**src/rtl/phy_cr_pkg.sv**
```systemverilog
`timescale 1ns/1ps
package phy_cr_pkg;
  typedef enum logic [1:0] {
    OP_ADDR  = 2'd0,
    OP_DATA  = 2'd1,
    OP_WRITE = 2'd2,
    OP_READ  = 2'd3
  } cr_op_e;

  typedef enum logic [1:0] {
    ST_IDLE    = 2'd0,
    ST_WAIT_HI = 2'd1,
    ST_WAIT_LO = 2'd2
  } cr_state_e;

  localparam int unsigned NUM_STROBES = 4;
endpackage

```
**src/rtl/phy_cr_poll_timer.sv**
```systemverilog
`timescale 1ns/1ps
module phy_cr_poll_timer #(
  parameter int unsigned GAP_W     = 16,
  parameter int unsigned MAX_POLLS = 10
) (
  input  logic             clk_i,
  input  logic             rst_ni,
  input  logic             restart_i,
  input  logic             active_i,
  input  logic [GAP_W-1:0] gap_i,
  output logic             poll_o,
  output logic             last_o
);
  localparam int unsigned POLL_CW = $clog2(MAX_POLLS + 1);

  logic [GAP_W-1:0]   gap_q;
  logic [POLL_CW-1:0] poll_q;

  assign poll_o = active_i && (gap_q == '0);
  assign last_o = (poll_q == POLL_CW'(MAX_POLLS - 1));

  always_ff @(posedge clk_i or negedge rst_ni) begin
    if (!rst_ni) begin
      gap_q  <= '0;
      poll_q <= '0;
    end else if (restart_i) begin
      gap_q  <= '0;
      poll_q <= '0;
    end else if (poll_o) begin
      // a missed poll: count it and start the gap
      poll_q <= poll_q + 1'b1;
      gap_q  <= gap_i;
    end else if (active_i && gap_q != '0) begin
      gap_q <= gap_q - 1'b1;
    end
  end

  assert_poll_bound_R8: assert property (@(posedge clk_i) disable iff (!rst_ni)
    active_i |-> (poll_q < POLL_CW'(MAX_POLLS)));
endmodule

```
**src/rtl/phy_cr_strobe_drv.sv**
```systemverilog
`timescale 1ns/1ps
module phy_cr_strobe_drv
  import phy_cr_pkg::*;
#(
  parameter int unsigned DW = 16
) (
  input  logic                   clk_i,
  input  logic                   rst_ni,
  input  logic                   set_i,
  input  cr_op_e                 sel_i,
  input  logic                   drop_i,
  input  logic                   load_din_i,
  input  logic [DW-1:0]          din_i,
  input  logic                   cap_i,
  input  logic [DW-1:0]          dout_i,
  output logic [NUM_STROBES-1:0] strobe_o,
  output logic [DW-1:0]          din_o,
  output logic [DW-1:0]          rd_data_o
);
  logic [NUM_STROBES-1:0] str_q;
  logic [DW-1:0]          din_q;
  logic [DW-1:0]          rd_q;

  for (genvar g = 0; g < NUM_STROBES; g++) begin : g_strobe
    always_ff @(posedge clk_i or negedge rst_ni) begin
      if (!rst_ni)      str_q[g] <= 1'b0;
      else if (set_i)   str_q[g] <= (int'(sel_i) == g);
      else if (drop_i)  str_q[g] <= 1'b0;
    end
  end

  always_ff @(posedge clk_i or negedge rst_ni) begin
    if (!rst_ni)          din_q <= '0;
    else if (load_din_i)  din_q <= din_i;
  end

  always_ff @(posedge clk_i or negedge rst_ni) begin
    if (!rst_ni)     rd_q <= '0;
    else if (cap_i)  rd_q <= dout_i;
  end

  assign strobe_o  = str_q;
  assign din_o     = din_q;
  assign rd_data_o = rd_q;

  assert_one_strobe_R10: assert property (@(posedge clk_i) disable iff (!rst_ni)
    $onehot0(str_q));
endmodule

```
**src/rtl/phy_cr_seq.sv**
```systemverilog
`timescale 1ns/1ps
module phy_cr_seq
  import phy_cr_pkg::*;
(
  input  logic   clk_i,
  input  logic   rst_ni,
  input  logic   cmd_valid_i,
  input  cr_op_e cmd_op_i,
  input  logic   held_bit0_i,
  input  logic   ack_i,
  input  logic   poll_i,
  input  logic   last_i,
  output logic   set_o,
  output cr_op_e sel_o,
  output logic   drop_o,
  output logic   load_din_o,
  output logic   cap_o,
  output logic   restart_o,
  output logic   active_o,
  output logic   busy_o,
  output logic   done_o,
  output logic   timeout_o
);
  cr_state_e st_q, st_d;
  cr_op_e    op_q;
  logic      done_d, to_d;
  logic      done_q, to_q;
  logic      accept;

  assign accept = (st_q == ST_IDLE) && cmd_valid_i;

  always_comb begin
    st_d       = st_q;
    set_o      = 1'b0;
    drop_o     = 1'b0;
    load_din_o = 1'b0;
    cap_o      = 1'b0;
    restart_o  = 1'b0;
    done_d     = 1'b0;
    to_d       = 1'b0;
    active_o   = (st_q != ST_IDLE);
    unique case (st_q)
      ST_IDLE: begin
        if (accept) begin
          set_o      = 1'b1;
          load_din_o = (cmd_op_i == OP_ADDR) || (cmd_op_i == OP_DATA);
          if (cmd_op_i == OP_WRITE && held_bit0_i) begin
            done_d = 1'b1;  // reset write: PHY cannot answer
          end else begin
            restart_o = 1'b1;
            st_d      = ST_WAIT_HI;
          end
        end
      end
      ST_WAIT_HI: begin
        if (poll_i) begin
          if (ack_i) begin
            drop_o    = 1'b1;
            cap_o     = (op_q == OP_READ);
            restart_o = 1'b1;
            st_d      = ST_WAIT_LO;
          end else if (last_i) begin
            drop_o = 1'b1;
            to_d   = 1'b1;
            st_d   = ST_IDLE;
          end
        end
      end
      ST_WAIT_LO: begin
        if (poll_i) begin
          if (!ack_i) begin
            done_d = 1'b1;
            st_d   = ST_IDLE;
          end else if (last_i) begin
            drop_o = 1'b1;
            to_d   = 1'b1;
            st_d   = ST_IDLE;
          end
        end
      end
      default: st_d = ST_IDLE;
    endcase
  end

  always_ff @(posedge clk_i or negedge rst_ni) begin
    if (!rst_ni) begin
      st_q   <= ST_IDLE;
      op_q   <= OP_ADDR;
      done_q <= 1'b0;
      to_q   <= 1'b0;
    end else begin
      st_q   <= st_d;
      done_q <= done_d;
      to_q   <= to_d;
      if (accept) op_q <= cmd_op_i;
    end
  end

  assign sel_o     = cmd_op_i;
  assign busy_o    = (st_q != ST_IDLE);
  assign done_o    = done_q;
  assign timeout_o = to_q;

  assert_pulse_excl_R10: assert property (@(posedge clk_i) disable iff (!rst_ni)
    !(done_q && to_q));
endmodule

```
**src/rtl/phy_cr_master.sv**
```systemverilog
`timescale 1ns/1ps
module phy_cr_master
  import phy_cr_pkg::*;
#(
  parameter int unsigned DW        = 16,
  parameter int unsigned GAP_W     = 16,
  parameter int unsigned MAX_POLLS = 10
) (
  input  logic             clk_i,
  input  logic             rst_ni,
  input  logic [GAP_W-1:0] poll_gap_i,
  input  logic             cmd_valid_i,
  input  logic [1:0]       cmd_op_i,
  input  logic [DW-1:0]    cmd_data_i,
  output logic             busy_o,
  output logic             done_o,
  output logic             timeout_o,
  output logic [DW-1:0]    rd_data_o,
  output logic [DW-1:0]    phy_din_o,
  output logic             phy_cap_addr_o,
  output logic             phy_cap_data_o,
  output logic             phy_wr_o,
  output logic             phy_rd_o,
  input  logic             phy_ack_i,
  input  logic [DW-1:0]    phy_dout_i
);
  logic                   set_s, drop_s, load_s, cap_s, restart_s, active_s;
  logic                   poll_s, last_s;
  cr_op_e                 sel_s;
  logic [NUM_STROBES-1:0] strobe_s;
  logic [DW-1:0]          din_s;

  phy_cr_seq u_seq (
    .clk_i       (clk_i),
    .rst_ni      (rst_ni),
    .cmd_valid_i (cmd_valid_i),
    .cmd_op_i    (cr_op_e'(cmd_op_i)),
    .held_bit0_i (din_s[0]),
    .ack_i       (phy_ack_i),
    .poll_i      (poll_s),
    .last_i      (last_s),
    .set_o       (set_s),
    .sel_o       (sel_s),
    .drop_o      (drop_s),
    .load_din_o  (load_s),
    .cap_o       (cap_s),
    .restart_o   (restart_s),
    .active_o    (active_s),
    .busy_o      (busy_o),
    .done_o      (done_o),
    .timeout_o   (timeout_o)
  );

  phy_cr_poll_timer #(
    .GAP_W     (GAP_W),
    .MAX_POLLS (MAX_POLLS)
  ) u_timer (
    .clk_i     (clk_i),
    .rst_ni    (rst_ni),
    .restart_i (restart_s),
    .active_i  (active_s),
    .gap_i     (poll_gap_i),
    .poll_o    (poll_s),
    .last_o    (last_s)
  );

  phy_cr_strobe_drv #(
    .DW (DW)
  ) u_drv (
    .clk_i      (clk_i),
    .rst_ni     (rst_ni),
    .set_i      (set_s),
    .sel_i      (sel_s),
    .drop_i     (drop_s),
    .load_din_i (load_s),
    .din_i      (cmd_data_i),
    .cap_i      (cap_s),
    .dout_i     (phy_dout_i),
    .strobe_o   (strobe_s),
    .din_o      (din_s),
    .rd_data_o  (rd_data_o)
  );

  assign phy_din_o      = din_s;
  assign phy_cap_addr_o = strobe_s[OP_ADDR];
  assign phy_cap_data_o = strobe_s[OP_DATA];
  assign phy_wr_o       = strobe_s[OP_WRITE];
  assign phy_rd_o       = strobe_s[OP_READ];

  assert_busy_holds_din_R9: assert property (@(posedge clk_i) disable iff (!rst_ni)
    busy_o |=> $stable(phy_din_o));

  assert_timeout_idle_R8: assert property (@(posedge clk_i) disable iff (!rst_ni)
    timeout_o |-> (!busy_o && strobe_s == '0));

  assert_done_source_R11: assert property (@(posedge clk_i) disable iff (!rst_ni)
    $rose(done_o) |-> ($past(busy_o) || phy_wr_o));

  assert_idle_before_accept_R11: assert property (@(posedge clk_i) disable iff (!rst_ni)
    $rose(busy_o) |-> $past(cmd_valid_i));
endmodule

```
**config.mk**
```make
export PLATFORM = sky130hd
export DESIGN_NAME = phy_cr_master
export DESIGN_NICKNAME = d
export VERILOG_FILES = /design/src/rtl/phy_cr_pkg.sv /design/src/rtl/phy_cr_poll_timer.sv /design/src/rtl/phy_cr_strobe_drv.sv /design/src/rtl/phy_cr_seq.sv /design/src/rtl/phy_cr_master.sv
export SDC_FILE = /design/constraint.sdc
export NUM_CORES = 1
export LEC_CHECK = 0
export ABC_AREA = 1
export BUFFER_PORTS_ARGS = -buffer_cell sky130_fd_sc_hd__buf_2
export CAP_MARGIN = 20
export CORE_MARGIN = 2
export CORE_UTILIZATION = 50
export DETAILED_ROUTE_END_ITERATION = 16
export GPL_ROUTABILITY_DRIVEN = 0
export GPL_TIMING_DRIVEN = 0
export PLACE_DENSITY = 0.78
export SLEW_MARGIN = 20
export SYNTH_ARGS = -nofsm -noshare
export SYNTH_HDL_FRONTEND = slang
export SYNTH_SLANG_ARGS = --single-unit
```
**constraint.sdc**
```tcl
create_clock -name clk_i -period 1.9 [get_ports clk_i]
set_input_delay 0.285 -clock clk_i [delete_from_list [all_inputs] [get_ports clk_i]]
set_output_delay 0.285 -clock clk_i [all_outputs]
set_load 0.05 [all_outputs]
```
; ---- Yosys cells after proc, flatten, opt, wreduce, memory -nomap -nowiden
; Cells that the tools add are included.
[word_totals]
ff_bits = 62
input_bits = 54
output_inout_bits = 39
[classes]
n_addsub = 2
n_eq_ne = 13
muxes = 44
reduce_logical = 15
[op_table]
columns = cell, n
row1 = $mux W16, 3
row2 = $mux W1, 27
row3 = $logic_not A16 Y1, 1
row4 = $reduce_bool A16 Y1, 1
row5 = $sub A16 B1 Y16 const B, 1
row6 = $mux W2, 7
row7 = $eq A2 B2 Y1 const B, 5
row8 = $mux W4, 2
row9 = $pmux W1 S2, 4
row10 = $eq A2 B1 Y1 const B, 3
row11 = $logic_not A2 Y1, 3
row12 = $ne A2 B2 Y1 const B, 3
row13 = $pmux W2 S3, 1
row14 = $reduce_bool A2 Y1, 3
row15 = $add A4 B1 Y4 const B, 1
row16 = $eq A4 B4 Y1 const B, 1
row17 = $logic_and A1 B1 Y1, 4
row18 = $reduce_and A4 Y1, 1
row19 = $reduce_bool A3 Y1, 1
row20 = $ne A2 B1 Y1 const B, 1
row21 = $logic_or A1 B1 Y1, 1

; ---- Longest topological paths before layout
[logic_depth]
word_depth = 7
depth_mapped = 12

; ---- By module
; From an unflattened synthesis, not the netlist that was laid out.
[hier_totals]
cells_unflattened = 436
area_unflattened_um2 = 3389.5
[by_module_without_submodules]
columns = module, instances, cells_each, area_each_um2, seq_area_each_um2
row1 = phy_cr_poll_timer, 1, 223, 1487.7, 500.5
row2 = phy_cr_strobe_drv, 1, 154, 1473.9, 900.9
row3 = phy_cr_seq, 1, 59, 427.9, 150.1

; ---- Worst setup path after synthesis
; No wires, ideal clock.
[synth_path]
path_kind = flip-flop to flip-flop
from = reg u_seq.st_q[0]
to = reg u_seq.st_q[0]
t_arrival_ns = 1.594
t_required_ns = 1.766
slack_ns = 0.172
stages_incl_launch_ff = 8
n_path_buf = 1
synth_period_minus_slack_ns = 1.728
path_cell_list = dfrtp_1 -> inv_1 -> ha_1 -> inv_1 -> buf_2 -> nor2_1 -> o21ai_0 -> o21ai_0
[synth_between]
elab_chain_cells = 4
elab_cells_between_ends = 17
[synth_lines]
columns = item, line
row1 = "start, declared", phy_cr_seq.sv:24  ; cr_state_e st_q, st_d;
row2 = "start signal, assigned", phy_cr_seq.sv:92  ; st_q <= st_d;
row3 = $reduce_bool A2 Y1 (*), -
row4 = named net busy_o, phy_cr_master.sv:15  ; output logic busy_o,
row5 = $logic_and A1 B1 Y1 (*), phy_cr_poll_timer.sv:19  ; assign poll_o = active_i && (gap_q == '0);
row6 = $ne A2 B2 Y1 (no source line), -
row7 = $reduce_and A4 Y1 (no source line) (*), -
; The timed path passes the listed nets; every way through them passes the cells marked *. The select of a mux whose other input is x is not followed.
; A chain may end at the register's enable or synchronous reset.

; ---- Worst setup path after layout
[layout_path]
from = reg u_seq.st_q[1]
to = reg u_seq.st_q[1]
[layout_between]
elab_chain_cells = 4
elab_cells_between_ends = 17
[layout_lines]
columns = item
row1 = "$mux W2, or another cell as far along (3 in a row)"
row2 = $pmux W2 S3 / $reduce_and A4 Y1 (equally long branches)
; Parallel ways exist; a longest one is shown, timed or not. The select of a mux whose other input is x is not followed.

==> metrics <==
antenna viol nets, final 0; CP Class reg -> reg; Distinct cells, synth 32; worst setup margin between 80 and 90 ps; CP Launch Type flip-flop; MaxCap Viol Count 0; area grow syn2layout 25.60%; leading cell type in the layout, fill and taps excluded nand2_1; critical path's top delay family flip-flops; grt ovf 0; Achievable Freq about 550 MHz; drt pass-1 iters 5; Peak VDD IR about 0.0011 V; CTS tree built; crit share post-route a little over nine tenths; vias per inst 4.962; Mapped Nets between 400 and 500; HP Class in -> async; status finished, final reports clean; first-pass GRT wire length approximately 14 mm; GR Util met2 37.14%; CP Capture Type flip-flop; leading area contributor after synthesis dfrtp_1; clk buf depth 2; Setup-failing EPs final 0; vias in the first global route 3022; diodes inserted 0; Cells after Synth roughly 430; Buffers & Inverters on Critical Path 3; share of cells above drive strength 1 a little under a third; gr usage total roughly a quarter; clock root buffer clkbuf_8; Clock Latency Late Sink roughly 350 ps; met1 Use GR a little under a third; CP max stage delay just over 400 ps; antenna violations before repair 0; Warnings, synthesis 0; GR Util met3 a little under a tenth; share of the synthesized area in the top cell type about 46%; Post-synth ARST share 100.0%; Routed WL 8.089 mm; Pleak between 0.002 and 0.0025 uW; placed wire-length estimate roughly 5.7 mm; slew margin rel. between 40% and 50%; number of port buffers 92; Synth area leaders dfrtp_1, nand2_1, inv_1; Synth Flop Type dfrtp_1; Starting Density between 50% and 60%; worst r2r path cells 8; Worst Tran Pin Value roughly 790 ps; Cell Chain, Critical Path inv_1 -> ha_1 -> inv_2 -> buf_4 -> nor2_2 -> o21ai_0 -> nand2_1 -> o21ai_0; # IOs 93; DR WL/cell 12.94 um; Setup Skew roughly 12 ps; CTS clk-pin slew, worst paths 80 ps; Mapped Area 3367 um^2; final net count ~610; Required @ worst endpoint approximately 2100 ps; critical path peak fanout 10; register area share after synthesis approximately 46%; DR vias 3101; hold buffer count at CTS 0; minimum clock period between 1500 and 2000 ps; Die ar. 7406 um^2; Layout Utilization around two thirds; commonest non-fill, non-tap cells in the layout nand2_1, buf_2, dfrtp_1, inv_1, nor2_1; Final Hold Viols 0; CP max stage cell dfrtp_1; die width about 86 um; DRT iter0 DRCs around 160; largest net degree at the start of global routing 63; Post-synth EDFFs 0; H-Tree Depth 3; Final Max Tran Viols 0; pre-CTS setup slack -45.48 ps; drc violations 0; Critical Path Stages 8; clk sink count 62; Die Y between 80 and 90 um; Core Area 6422 um^2; power density cells between 1500 and 2000 nW/um^2; Critical Path AT just over 2000 ps; CTS buffer count 9; Yosys reg bits 62; gr busiest metal met2; CP dominant cell by count o21ai_0; FP Rows 29; syn_area_per_cell 7.794 um^2
-- final cells by class --
cell class | count | area [um^2]
Buffer | 11 | 96.34
Clock buffer | 12 | 155.1
Clock inverter | 4 | 53.80
Fill cell | 541 | 2193
Inverter | 48 | 185.2
Multi-Input combinational cell | 311 | 1562
Sequential cell | 62 | 1551
Tap cell | 77 | 96.34
Timing Repair Buffer | 100 | 529.3
-- what timing repair did --
action	4_1_cts	5_1_grt
endpoints found under the hold margin	0	0
cloned	0	0
resized for setup	7	7
setup buffers	0	8
setup endpoints to repair	35	52
pin swaps	0	2
-- registers in the layout, indices dropped and copies added, names as in the netlist --
name / count
u_timer.gap_q: 16
u_drv.rd_data_o: 16
u_seq.timeout_o: 1
u_timer.poll_q: 4
u_seq.op_q: 2
u_seq.st_q: 2
u_drv.din_o: 16
u_seq.done_o: 1
u_drv.strobe_o: 4
-- cell usage after synthesis, types with 2 or more instances --
| cell type | number |
|---|---|
| nor2_2 | 5 |
| nor2_1 | 33 |
| buf_2 | 2 |
| nand2_1 | 170 |
| o21ai_0 | 13 |
| a21oi_1 | 5 |
| clkbuf_1 | 2 |
| nand3_2 | 2 |
| nand3_1 | 27 |
| xnor2_1 | 3 |
| o21ai_1 | 7 |
| nand4_1 | 2 |
| nor2_4 | 2 |
| o21ai_2 | 16 |
| buf_4 | 2 |
| buf_6 | 4 |
| xor2_1 | 5 |
| dfrtp_1 | 62 |
| inv_2 | 2 |
| inv_1 | 45 |
| ha_1 | 8 |
| nand2_2 | 5 |
-- layer usage --
metal  part of all wire (%)  routed length (um)
met1                     43                3477
met2                     47                3797
met3                    8.9                 723
met4                    1.1                  91
met5                      0                   0
-- metrics by stage --
stage          power (uW)  hold slack [ps]  setup TNS, ps  cell area (um^2)  std cells
2_1_floorplan        5091           -10.59              0              3367        432
3_3_place_gp         5875            449.1              0              3924        601
3_5_place_dp         6004            422.4         -453.7              3926        601
4_1_cts              7306            49.87              0              4159        617
5_1_grt              7987            71.00         -27.23              4229        625
6_report             7411            3.603              0              4229        625
-- kinds of logic after synthesis --
family | synth area share [%]
AOI/OAI and AO/OA | 8.101
xor gates and xnor gates | 2.564
adders and majority gates | 2.973
buffers and inverters | 8.175
DFF | 46.08
and+or+nand+nor | 32.11
-- worst paths after layout --
kind | to | startpoint | slack (ps)
setup / recovery | u_seq.st_q[1]$_DFFE_PN0P_ | u_seq.st_q[1]$_DFFE_PN0P_ | 90
hold / removal | u_timer.gap_q[7]$_DFFE_PN0P_ | rst_ni | 4
setup reg to reg | u_seq.st_q[1]$_DFFE_PN0P_ | u_seq.st_q[1]$_DFFE_PN0P_ | 90
hold reg to reg | u_drv.din_o[14]$_DFFE_PN0P_ | u_drv.din_o[14]$_DFFE_PN0P_ | 470
max in group asynchronous | u_drv.rd_data_o[0]$_DFFE_PN0P_ | rst_ni | 1360
min in group clk_i | u_drv.din_o[1]$_DFFE_PN0P_ | cmd_data_i[1] | 140
-- where the power goes --
group | internal, uW | leakage (uW) | switching, uW
combinational | 1210 | 0.00151 | 2840
sequential | 1780 | 0.000818 | 361
clock | 682 | 0.0000992 | 546
total | 3670 | 0.00243 | 3740
No activity file was read; power rests on OpenSTA's default activity.
